`src/rtl/nfc_pkg.sv`:
```
package nfc_pkg;
  // register byte addresses
  localparam int A_CTRL = 'h00;
  localparam int A_STAT = 'h04;
  localparam int A_CMD  = 'h08;   // write port; word i reads at A_CMD + 4*i

  // control field positions
  localparam int RUN_POS = 28;
  localparam int MASK_W  = 12;

  // status layout
  localparam int STAT_W   = 13;
  localparam int S_CMDREQ = 0;
  localparam int S_RDREQ  = 1;
  localparam int S_WRREQ  = 2;
  localparam int S_SBERR  = 3;
  localparam int S_DBERR  = 4;
  localparam int S_BBD1   = 5;
  localparam int S_BBD0   = 6;
  localparam int S_CDN1   = 7;
  localparam int S_CDN0   = 8;
  localparam int S_PGD1   = 9;
  localparam int S_PGD0   = 10;
  localparam int S_RDY0   = 11;
  localparam int S_RDY1   = 12;

  // chip select position in command word 0
  localparam int CS_POS = 24;

  typedef struct packed {
    logic cmd_done;
    logic page_done;
    logic bad_blk;
    logic ready;
    logic rd_req;
    logic wr_req;
    logic sb_err;
    logic db_err;
  } nfc_evt_t;
endpackage

```
`src/rtl/nfc_ctrl_reg.sv`:
```
module nfc_ctrl_reg
  import nfc_pkg::*;
(
  input  logic              clk,
  input  logic              rst_n,
  input  logic              wr_ctrl,
  input  logic              wr_run,
  input  logic [MASK_W-1:0] wr_mask,
  input  logic              auto_clr,
  output logic              run,
  output logic [MASK_W-1:0] mask,
  output logic              run_rise,
  output logic              run_drop
);
  assign run_rise = wr_ctrl &&  wr_run && !run;
  assign run_drop = wr_ctrl && !wr_run;

  always_ff @(posedge clk or negedge rst_n) begin
    if (!rst_n) begin
      run  <= 1'b0;
      mask <= '0;
    end else if (wr_ctrl) begin
      run  <= wr_run;
      mask <= wr_mask;
    end else if (auto_clr) begin
      run  <= 1'b0;
    end
  end
endmodule

```
`src/rtl/nfc_cmd_buf.sv`:
```
module nfc_cmd_buf #(
  parameter int DATA_W  = 32,
  parameter int N_WORDS = 3
) (
  input  logic                           clk,
  input  logic                           rst_n,
  input  logic                           restart,
  input  logic                           wr_cmd,
  input  logic                           run,
  input  logic [DATA_W-1:0]              wdata,
  output logic [N_WORDS-1:0][DATA_W-1:0] words,
  output logic                           loaded,
  output logic                           ovf
);
  localparam int IDX_W = $clog2(N_WORDS + 1);
  localparam logic [IDX_W-1:0] FULL = IDX_W'(N_WORDS);

  logic [IDX_W-1:0] idx;
  logic             accept;
  logic             drop;

  assign accept = wr_cmd && run && (idx != FULL);
  assign drop   = wr_cmd && run && (idx == FULL);
  assign loaded = run && (idx == FULL);

  always_ff @(posedge clk or negedge rst_n) begin
    if (!rst_n)       idx <= '0;
    else if (restart) idx <= '0;
    else if (accept)  idx <= idx + 1'b1;
  end

  always_ff @(posedge clk or negedge rst_n) begin
    if (!rst_n)    ovf <= 1'b0;
    else if (drop) ovf <= 1'b1;
  end

  for (genvar i = 0; i < N_WORDS; i++) begin : g_word
    always_ff @(posedge clk or negedge rst_n) begin
      if (!rst_n)                                  words[i] <= '0;
      else if (accept && (idx == IDX_W'(i)))       words[i] <= wdata;
    end
  end
endmodule

```
`src/rtl/nfc_stat_reg.sv`:
```
module nfc_stat_reg
  import nfc_pkg::*;
(
  input  logic              clk,
  input  logic              rst_n,
  input  logic              cs,
  input  nfc_evt_t          evt,
  input  logic              req_set,
  input  logic              clr_wr,
  input  logic [STAT_W-1:0] clr_bits,
  input  logic [MASK_W-1:0] mask,
  output logic [STAT_W-1:0] stat,
  output logic              irq
);
  localparam int UNMASKED = STAT_W - MASK_W;

  logic [STAT_W-1:0] set_v;
  logic [STAT_W-1:0] enable_v;
  logic [STAT_W-1:0] stat_d;

  always_comb begin
    set_v = '0;
    set_v[S_CMDREQ] = req_set;
    set_v[S_RDREQ]  = evt.rd_req;
    set_v[S_WRREQ]  = evt.wr_req;
    set_v[S_SBERR]  = evt.sb_err;
    set_v[S_DBERR]  = evt.db_err;
    if (cs) begin
      set_v[S_CDN1] = evt.cmd_done;
      set_v[S_PGD1] = evt.page_done;
      set_v[S_BBD1] = evt.bad_blk;
      set_v[S_RDY1] = evt.ready;
    end else begin
      set_v[S_CDN0] = evt.cmd_done;
      set_v[S_PGD0] = evt.page_done;
      set_v[S_BBD0] = evt.bad_blk;
      set_v[S_RDY0] = evt.ready;
    end
  end

  assign enable_v = {{UNMASKED{1'b1}}, ~mask};
  assign stat_d   = (stat & ~(clr_wr ? clr_bits : '0)) | set_v;

  always_ff @(posedge clk or negedge rst_n) begin
    if (!rst_n) begin
      stat <= '0;
      irq  <= 1'b0;
    end else begin
      stat <= stat_d;
      irq  <= |(stat & enable_v);
    end
  end
endmodule

```
`src/rtl/nfc_host_if.sv`:
```
module nfc_host_if
  import nfc_pkg::*;
#(
  parameter int DATA_W  = 32,
  parameter int ADDR_W  = 8,
  parameter int N_WORDS = 3
) (
  input  logic                      clk,
  input  logic                      rst_n,
  input  logic                      bus_wr,
  input  logic [ADDR_W-1:0]         bus_addr,
  input  logic [DATA_W-1:0]         bus_wdata,
  output logic [DATA_W-1:0]         bus_rdata,
  input  logic                      evt_cmd_done,
  input  logic                      evt_page_done,
  input  logic                      evt_bad_blk,
  input  logic                      evt_ready,
  input  logic                      evt_rd_req,
  input  logic                      evt_wr_req,
  input  logic                      evt_sb_err,
  input  logic                      evt_db_err,
  output logic                      run,
  output logic                      irq,
  output logic                      cmd_loaded,
  output logic                      cmd_ovf,
  output logic                      cmd_cs,
  output logic [N_WORDS*DATA_W-1:0] cmd_words
);
  logic                           wr_ctrl, wr_stat, wr_cmd;
  logic [MASK_W-1:0]              mask;
  logic                           run_rise, run_drop;
  logic [STAT_W-1:0]              stat_q;
  logic [N_WORDS-1:0][DATA_W-1:0] words;
  nfc_evt_t                       evt;

  assign wr_ctrl = bus_wr && (bus_addr == ADDR_W'(A_CTRL));
  assign wr_stat = bus_wr && (bus_addr == ADDR_W'(A_STAT));
  assign wr_cmd  = bus_wr && (bus_addr == ADDR_W'(A_CMD));

  assign evt = '{cmd_done: evt_cmd_done, page_done: evt_page_done,
                 bad_blk: evt_bad_blk, ready: evt_ready,
                 rd_req: evt_rd_req, wr_req: evt_wr_req,
                 sb_err: evt_sb_err, db_err: evt_db_err};

  nfc_ctrl_reg u_ctrl (
    .clk      (clk),
    .rst_n    (rst_n),
    .wr_ctrl  (wr_ctrl),
    .wr_run   (bus_wdata[RUN_POS]),
    .wr_mask  (bus_wdata[MASK_W-1:0]),
    .auto_clr (evt_cmd_done),
    .run      (run),
    .mask     (mask),
    .run_rise (run_rise),
    .run_drop (run_drop)
  );

  nfc_cmd_buf #(.DATA_W(DATA_W), .N_WORDS(N_WORDS)) u_cmd (
    .clk     (clk),
    .rst_n   (rst_n),
    .restart (run_rise || run_drop),
    .wr_cmd  (wr_cmd),
    .run     (run),
    .wdata   (bus_wdata),
    .words   (words),
    .loaded  (cmd_loaded),
    .ovf     (cmd_ovf)
  );

  assign cmd_cs = words[0][CS_POS];

  nfc_stat_reg u_stat (
    .clk      (clk),
    .rst_n    (rst_n),
    .cs       (cmd_cs),
    .evt      (evt),
    .req_set  (run_rise),
    .clr_wr   (wr_stat),
    .clr_bits (bus_wdata[STAT_W-1:0]),
    .mask     (mask),
    .stat     (stat_q),
    .irq      (irq)
  );

  for (genvar i = 0; i < N_WORDS; i++) begin : g_out
    assign cmd_words[i*DATA_W +: DATA_W] = words[i];
  end

  always_comb begin
    bus_rdata = '0;
    if (bus_addr == ADDR_W'(A_CTRL)) begin
      bus_rdata[RUN_POS]      = run;
      bus_rdata[MASK_W-1:0]   = mask;
    end else if (bus_addr == ADDR_W'(A_STAT)) begin
      bus_rdata[STAT_W-1:0]   = stat_q;
    end
    for (int i = 0; i < N_WORDS; i++) begin
      if (bus_addr == ADDR_W'(A_CMD + 4*i)) bus_rdata = words[i];
    end
  end
endmodule

```
`config.mk`:
```
export PLATFORM = sky130hd
export DESIGN_NAME = nfc_host_if
export DESIGN_NICKNAME = d
export VERILOG_FILES = /design/src/rtl/nfc_pkg.sv /design/src/rtl/nfc_ctrl_reg.sv /design/src/rtl/nfc_cmd_buf.sv /design/src/rtl/nfc_stat_reg.sv /design/src/rtl/nfc_host_if.sv
export SDC_FILE = /design/constraint.sdc
export NUM_CORES = 1
export LEC_CHECK = 0
export ABC_AREA = 1
export CORE_AREA = 2 2 122 124
export CTS_CLUSTER_SIZE = 20
export DETAILED_ROUTE_END_ITERATION = 7
export DIE_AREA = 0 0 124 126
export HOLD_SLACK_MARGIN = 0.12
export PLACE_DENSITY = 0.77
export SYNTH_ARGS = -nofsm -noshare
export SYNTH_HDL_FRONTEND = slang
export SYNTH_SLANG_ARGS = --single-unit
```
`constraint.sdc`:
```
create_clock -name clk -period 1.6 [get_ports clk]
set_clock_uncertainty 0.1 [all_clocks]
set_input_delay 0.24 -clock clk [delete_from_list [all_inputs] [get_ports clk]]
set_output_delay 0.24 -clock clk [all_outputs]
set_load 0.02 [all_outputs]
```
==> results of run 1 <==
==> stage by stage <==
| step | hold WS [ns] | worst slack [ns] |
|---|---|---|
| after floorplan | -0.1556 | 0.01748 |
| after global placement | 0.06248 | -0.9898 |
| after detailed placement | 0.05803 | -1.025 |
| after CTS | 0.1652 | -0.1421 |
| after global routing | 0.1943 | -0.2282 |
| final | 0.1786 | -0.1806 |
==> cell families after synthesis <==
kind of cell,count (synthesis),share of synthesized area
compound gates,31,0.03135
fa+ha+maj,4,0.008306
buf+inv,83,0.06790
flops,126,0.5233
simple gates,546,0.3692
==> final cells by class <==
cell class                 count  area share
clock buffer                  20     0.04537
clock inverter                12     0.01545
inverter                      48     0.01825
multi-input combinational    581      0.3112
sequential                   126      0.3067
tap                          184     0.02238
timing repair buffer         275      0.2807
==> layer usage <==
layer | global-route usage | vias up
met5 | 0 | -
met4 | 0.1117 | 0
met1 | 0.3607 | 3228
met3 | 0.08514 | 71
met2 | 0.4363 | 408
li1 | - | 2970
==> path summary, 6_finish.rpt <==
path                            slack, ns  cells after the start         endpoint
worst max-delay path                -0.18                      7  u_cmd.words[84]
worst min-delay path                 0.18                      2   u_cmd.words[2]
worst max register to register      -0.18                      7  u_cmd.words[84]
worst min register to register       0.39                      1        u_cmd.ovf
max in group asynchronous            0.64                      3  u_cmd.words[81]
min in group clk                     0.27                      7  u_ctrl.mask[10]
==> repair_timing <==
item | CTS | global route
setup endpoints to repair | 254 | 135
pin swaps | 25 | 85
cloned | 4 | 10
endpoints found under the hold margin | 126 | 0
hold buffers | 1 | 0
resized for setup | 373 | 206
setup buffers | 9 | 13
==> Yosys cell counts <==
master and number:
o22ai_1 3, buf_6 9, nor3_1 2, dfrtp_1 126, o211ai_1 4, a221oi_1 1
ha_1 4, nand2_1 455, a21o_1 3, o21ai_0 7, nand3_4 1, o221ai_1 1
nor2_1 16, nand2_2 2, buf_2 18, inv_1 46, o21ai_1 5, nand4_1 12
clkbuf_1 6, nand3_1 46, inv_2 2, a21oi_1 5, buf_4 2, nor2_4 5
nand3_2 3, nor2_2 4, o21bai_1 2
==> state kept, by name, summed over array words and instances (netlist names) <==
name,flops
u_ctrl.run,1
u_stat.irq,1
u_cmd.words,96
u_cmd.ovf,1
u_stat.stat,13
u_cmd.idx,2
u_ctrl.mask,12
==> worst max-delay path: stages (launching register included) <==
cell	delay, ns
dfrtp_1	0.42
ha_4	0.19
nor2_4	0.16
nand3_4	0.14
nor2_4	0.35
clkbuf_16	0.25
nand2_4	0.05
nand2_2	0.06
==> power by group <==
part | leakage (uW) | internal, uW | switching (uW)
sequential | 0.00168 | 3210 | 24.4
combinational | 0.00400 | 210 | 279
clock | 0.000303 | 2580 | 1490
total | 0.00598 | 6010 | 1800
==> metrics.txt, run 1 <==
status finished, violations left; failing checks setup timing; post-detailed-route via-to-cell ratio roughly 5.4; Final Util 0.7186; Worst Path Max Fanout 6; Synth Instances between 700 and 800; CP required between 1.5 and 2 ns; antenna cells 0; DR iter-0 viols around 540; share of post-route cells with drive strength above 1 0.3390; via count approximately 6700; Cell Area, Placed 8564 um2; max-slew violations 0; fmax about 560 MHz; Cell variety after synth 27; Final min period roughly 1.8 ns; Final Power approximately 7800 uW; Clock Tree Root clkbuf_16; max_cap viols 0; metal1 wirelength ~9200 um; chip height 126 um; CP Class register to register; Synth Area per Inst about 7.6 um2; initial antenna violation count 0; critical path capture point type register; critical path launch point type register; H-Tree Depth 4; setup_tns -14.07 ns; setup slack after layout -0.1806 ns; post-route insts no fill approximately 1200; Seq/Total Area, Yosys 0.5233; latest clock arrival within the worst-skew pair about 0.42 ns; Pre-Repair DR Iteration Count 5; I/O pin count ~180; CP arrival roughly 2.0 ns; Slew @ Worst Pin approximately 0.41 ns; crit path from u_cmd.idx[0]; # port buffers ~180; FP Rows 44; Synth top area share 0.5233; most frequent cells in the layout nand2_1 (317), dfrtp_1 (125), nand2_2 (101), dlygate4sd2_1 (90), buf_4 (56); VDD IR max ~0.72 mV; overflow left after global routing 0; largest net degree at the start of global routing 52; final setup fails between 100 and 150; GP Congestion roughly 0.9; vias in the first global route roughly 6400; ANT nets after route 0; Multi-input gate area 3201 um2; Slew headroom 0.7267; Sink Count 126; # fillers 1060; Detailed Route WL 23700 um; Hold WC Path Type input port to asynchronous set/reset pin; FF/Latch Area ~3200 um2; met2 routed WL ~11000 um; CTS tree yes; die area around 16000 um2; Residual DRC 0; power per cell area around 760 nW/um2; worst reg2reg path startpoint u_cmd.idx[0]; post-synthesis register bit count about 130; Cells after DPL about 1200; Synth area leader dfrtp_1; Mapped Area approximately 6000 um2; setup repair after global routing missed its margin yes; period utilisation layout 1.113; Tot GR Track Use 0.2789; first-pass GRT wire length approximately 33000 um; Area contributors post-synth dfrtp_1 (52%), nand2_1 (28%), nand3_1 (3.8%); Synth warnings 0; LEAKAGE roughly 0.006 uW; final instance area just over 10000 um2; Syn-to-layout area delta 70.70%; most common cell after layout, fill and taps aside nand2_1; Syn Nets 845; met3 routed WL ~2600 um; total core area 14310 um2; CTS buffer count 17; Horiz. Die Dim 124 um; Clock transition at path regs roughly 0.060 ns; Highest Signal Layer met4; Avg WL per Cell 19.02 um; Initial Util 0.4210; detailed placer's ending HPWL between 10000 and 15000 um; Final nets between 1000 and 1500; clock tree buffer depth 2; Fin. Hold Viols 0
Note: power is estimated with default switching activity, not from simulation.
==> inputs of run 2 (changes only) <==
--- a/config.mk
+++ b/config.mk
@@ -6,6 +6,7 @@
 export NUM_CORES = 1
 export LEC_CHECK = 0
 export ABC_AREA = 1
+export CAP_MARGIN = 20
 export CORE_AREA = 2 2 122 124
 export CTS_CLUSTER_SIZE = 20
 export DETAILED_ROUTE_END_ITERATION = 7
==> results of run 2 <==
Final layout, timing and power as in run 1 (identical DEF).
==> inputs of run 3 (changes only) <==
--- a/config.mk
+++ b/config.mk
@@ -7,12 +7,12 @@
 export LEC_CHECK = 0
 export ABC_AREA = 1
 export CAP_MARGIN = 20
-export CORE_AREA = 2 2 122 124
+export CORE_AREA = 2 2 117 119
 export CTS_CLUSTER_SIZE = 20
 export DETAILED_ROUTE_END_ITERATION = 7
-export DIE_AREA = 0 0 124 126
+export DIE_AREA = 0 0 119 121
 export HOLD_SLACK_MARGIN = 0.12
-export PLACE_DENSITY = 0.77
+export PLACE_DENSITY = 0.8
 export SYNTH_ARGS = -nofsm -noshare
 export SYNTH_HDL_FRONTEND = slang
 export SYNTH_SLANG_ARGS = --single-unit
==> constraint.sdc (replaced) <==
create_clock -name clk -period 1.8 [get_ports clk]
set_clock_uncertainty 0.1 [all_clocks]
set_input_delay 0.27 -clock clk [delete_from_list [all_inputs] [get_ports clk]]
set_output_delay 0.27 -clock clk [all_outputs]
set_load 0.1 [all_outputs]
==> run 3 against run 2 <==
  * Wire length increased by 23%
  * Clock power shrank 19%
  * The flow still finishes with violations (setup timing)
  * Largest cell class is now buffers
  * Critical path depth increased by 3
  * Sequential power shrank 11%
  * Register-to-register slack better by 0.15 ns
  * Sequential share of layout area shrank 1.6 points
  * Count of clock-buffer cells in the layout increased by 2
==> metrics.txt, run 3 (synthesis gave the netlist of run 1 again) <==
status finished, violations left (unchanged); failing checks setup timing (unchanged); I/O pin count 184 (unchanged); Final nets 1075 (was 1104); sequential share of power 0.436 (was 0.415); VDD IR max 0.5320 mV (was 0.7190 mV); final instance area 11290 um2 (was 10290 um2); Largest Register u_cmd.words (unchanged); die area 14400 um2 (was 15620 um2); Clock transition at path regs 0.05 ns (was 0.06 ns); # port buffers 183 (unchanged); chip height 121 um (was 126 um); Final min period 1.906 ns; clock tree buffer depth 2 (unchanged); Worst Path Max Fanout 6 (unchanged); vias in the first global route 7693 (was 6362); initial antenna violation count 0 (unchanged); # fillers 524 (was 1060); most frequent cells in the layout nand2_1 (401), buf_12 (153), dfrtp_2 (79), clkdlybuf4s50_1 (41) (was nand2_1 (317), dfrtp_1 (125), nand2_2 (101), dlygate4sd2_1 (90), buf_4 (56)); Residual DRC 0 (unchanged); crit path from bus_addr[1] (was u_cmd.idx[0]); Hold WC Path Type input port to asynchronous set/reset pin (unchanged); CP required 1.43 ns (was 1.86 ns); Int Pwr 4991 uW (was 6006 uW); Clk pwr share 0.499 (was 0.522); Pre-Repair DR Iteration Count 6 (was 5); Cell Area, Placed 9985 um2 (was 8564 um2); LEAKAGE 0.005570 uW (was 0.005979 uW); FP Rows 42 (was 44); ANT nets after route 0 (unchanged); setup slack after layout -0.1065 ns (was -0.1806 ns); max-slew violations 0 (unchanged); critical path capture point type output port (was register); share of post-route cells with drive strength above 1 0.4134 (was 0.3390); combinational fraction of design power 0.065 (was 0.063); CP Class input port to output port (was register to register); Sink Count 126 (unchanged); final setup fails 34 (was 129); CP arrival 1.54 ns (was 2.04 ns); Final Util 0.8631 (was 0.7186); Horiz. Die Dim 119 um (was 124 um); critical path launch point type input port (was register); DR iter-0 viols 1137 (was 539); Fin. Hold Viols 0 (unchanged); setup repair after global routing missed its margin yes (unchanged); Initial Util 0.4605 (was 0.4210); post-detailed-route via-to-cell ratio 5.946 (was 5.359); H-Tree Depth 4 (unchanged); CTS buffer count 17 (unchanged); most common cell after layout, fill and taps aside nand2_1 (unchanged); GP Congestion 0.8771 (was 0.9020); Sw Pwr 1626 uW (was 1795 uW); total core area 13090 um2 (was 14310 um2); antenna cells 0 (unchanged); Largest register FFs 96 (unchanged); max_cap viols 0 (unchanged); largest registers u_cmd.words x96, u_stat.stat x13, u_ctrl.mask x12 (unchanged); via count 7189 (was 6677); Clock Tree Root clkbuf_16 (unchanged); fmax between 500 and 600 MHz; CTS tree yes (unchanged); switching part of the total 0.2458 (was 0.2301); largest net degree at the start of global routing 38 (was 52); detailed placer's ending HPWL 15570 um (was 13580 um); period utilisation layout 1.059; overflow left after global routing 0 (unchanged); worst reg2reg path startpoint u_cmd.idx[1] (was u_cmd.idx[0]); latest clock arrival within the worst-skew pair 0.43 ns (was 0.42 ns); power per cell area 585.9 nW/um2 (was 758.5 nW/um2); Slew headroom 0.6538 (was 0.7267); Detailed Route WL 29070 um (was 23700 um); Slew @ Worst Pin 0.5194 ns (was 0.4086 ns); first-pass GRT wire length 42990 um (was 32980 um); Syn-to-layout area delta 87.42% (was 70.70%); WHS 0.2450 ns (was 0.1786 ns); Avg WL per Cell 24.05 um (was 19.02 um); Tot GR Track Use 0.3952 (was 0.2789)
==> run 3: final timing paths <==
path / cells after the start / endpoint / slack [ns]
worst max-delay path: 10 / bus_rdata[11] / -0.11
worst max register to register: 7 / u_cmd.words[23] / -0.03
worst min register to register: 2 / u_stat.stat[6] / 0.44
min in group clk: 3 / u_stat.stat[9] / 0.33
worst min-delay path: 2 / u_cmd.words[71] / 0.25
max in group asynchronous: 3 / u_cmd.words[53] / 0.72
==> run 3: through the flow <==
step	TNS [ns]	std cells	total power, uW	worst slack (ns)
after floorplan	-3.689	790	3012	-0.7412
after global placement	-42.74	1151	3269	-0.3953
after detailed placement	-47.68	1151	3279	-0.4419
after CTS	-1.039	1207	6484	-0.05892
after global routing	-3.334	1209	6762	-0.1499
final	-2.226	1209	6617	-0.1065
==> run 3: final cells by class <==
cell class,count,area [um2],area share
multi-input combinational,581,2979,0.2638
inverter,48,187.7,0.01662
clock inverter,10,90.09,0.007977
timing repair buffer,246,4074,0.3607
clock buffer,22,464.2,0.04110
tap,176,220.2,0.01950
sequential,126,3278,0.2903
==> run 3: critical path, stage by stage <==
cell and delay [ns]:
buf_8 0.10, nor2_4 0.16, nand2_4 0.10, nor2_4 0.14, buf_12 0.14, buf_12 0.12
buf_16 0.14, nand2_1 0.07, nand2_2 0.09, buf_12 0.17
==> run 3: power groups by stage <==
stage          combinational, uW  sequential [uW]  clock, uW
3_3_place_gp                 344             2930          0
4_1_cts                      376             2880       3230
5_1_grt                      450             2880       3430
6_report                     429             2890       3300
3_5_place_dp                 352             2930          0
2_1_floorplan               91.5             2920          0
==> run 3: metal layers <==
metal  vias to the layer above  share of wire  global-route usage
met5                         -              0                   0
met4                         0          0.076              0.2954
met3                       200           0.12              0.1170
met2                       657           0.48              0.6451
met1                      3423           0.33              0.4377
li1                       2909              -                   -
==> run 3: timing repair <==
item                                    4_1_cts  5_1_grt
gates cloned                                  9        1
buffers inserted                             15        2
endpoints found under the hold margin        61        0
pin swaps                                    31       26
endpoints found under the setup margin       32       37
hold buffers                                  1        0
gates resized for setup                     107       44
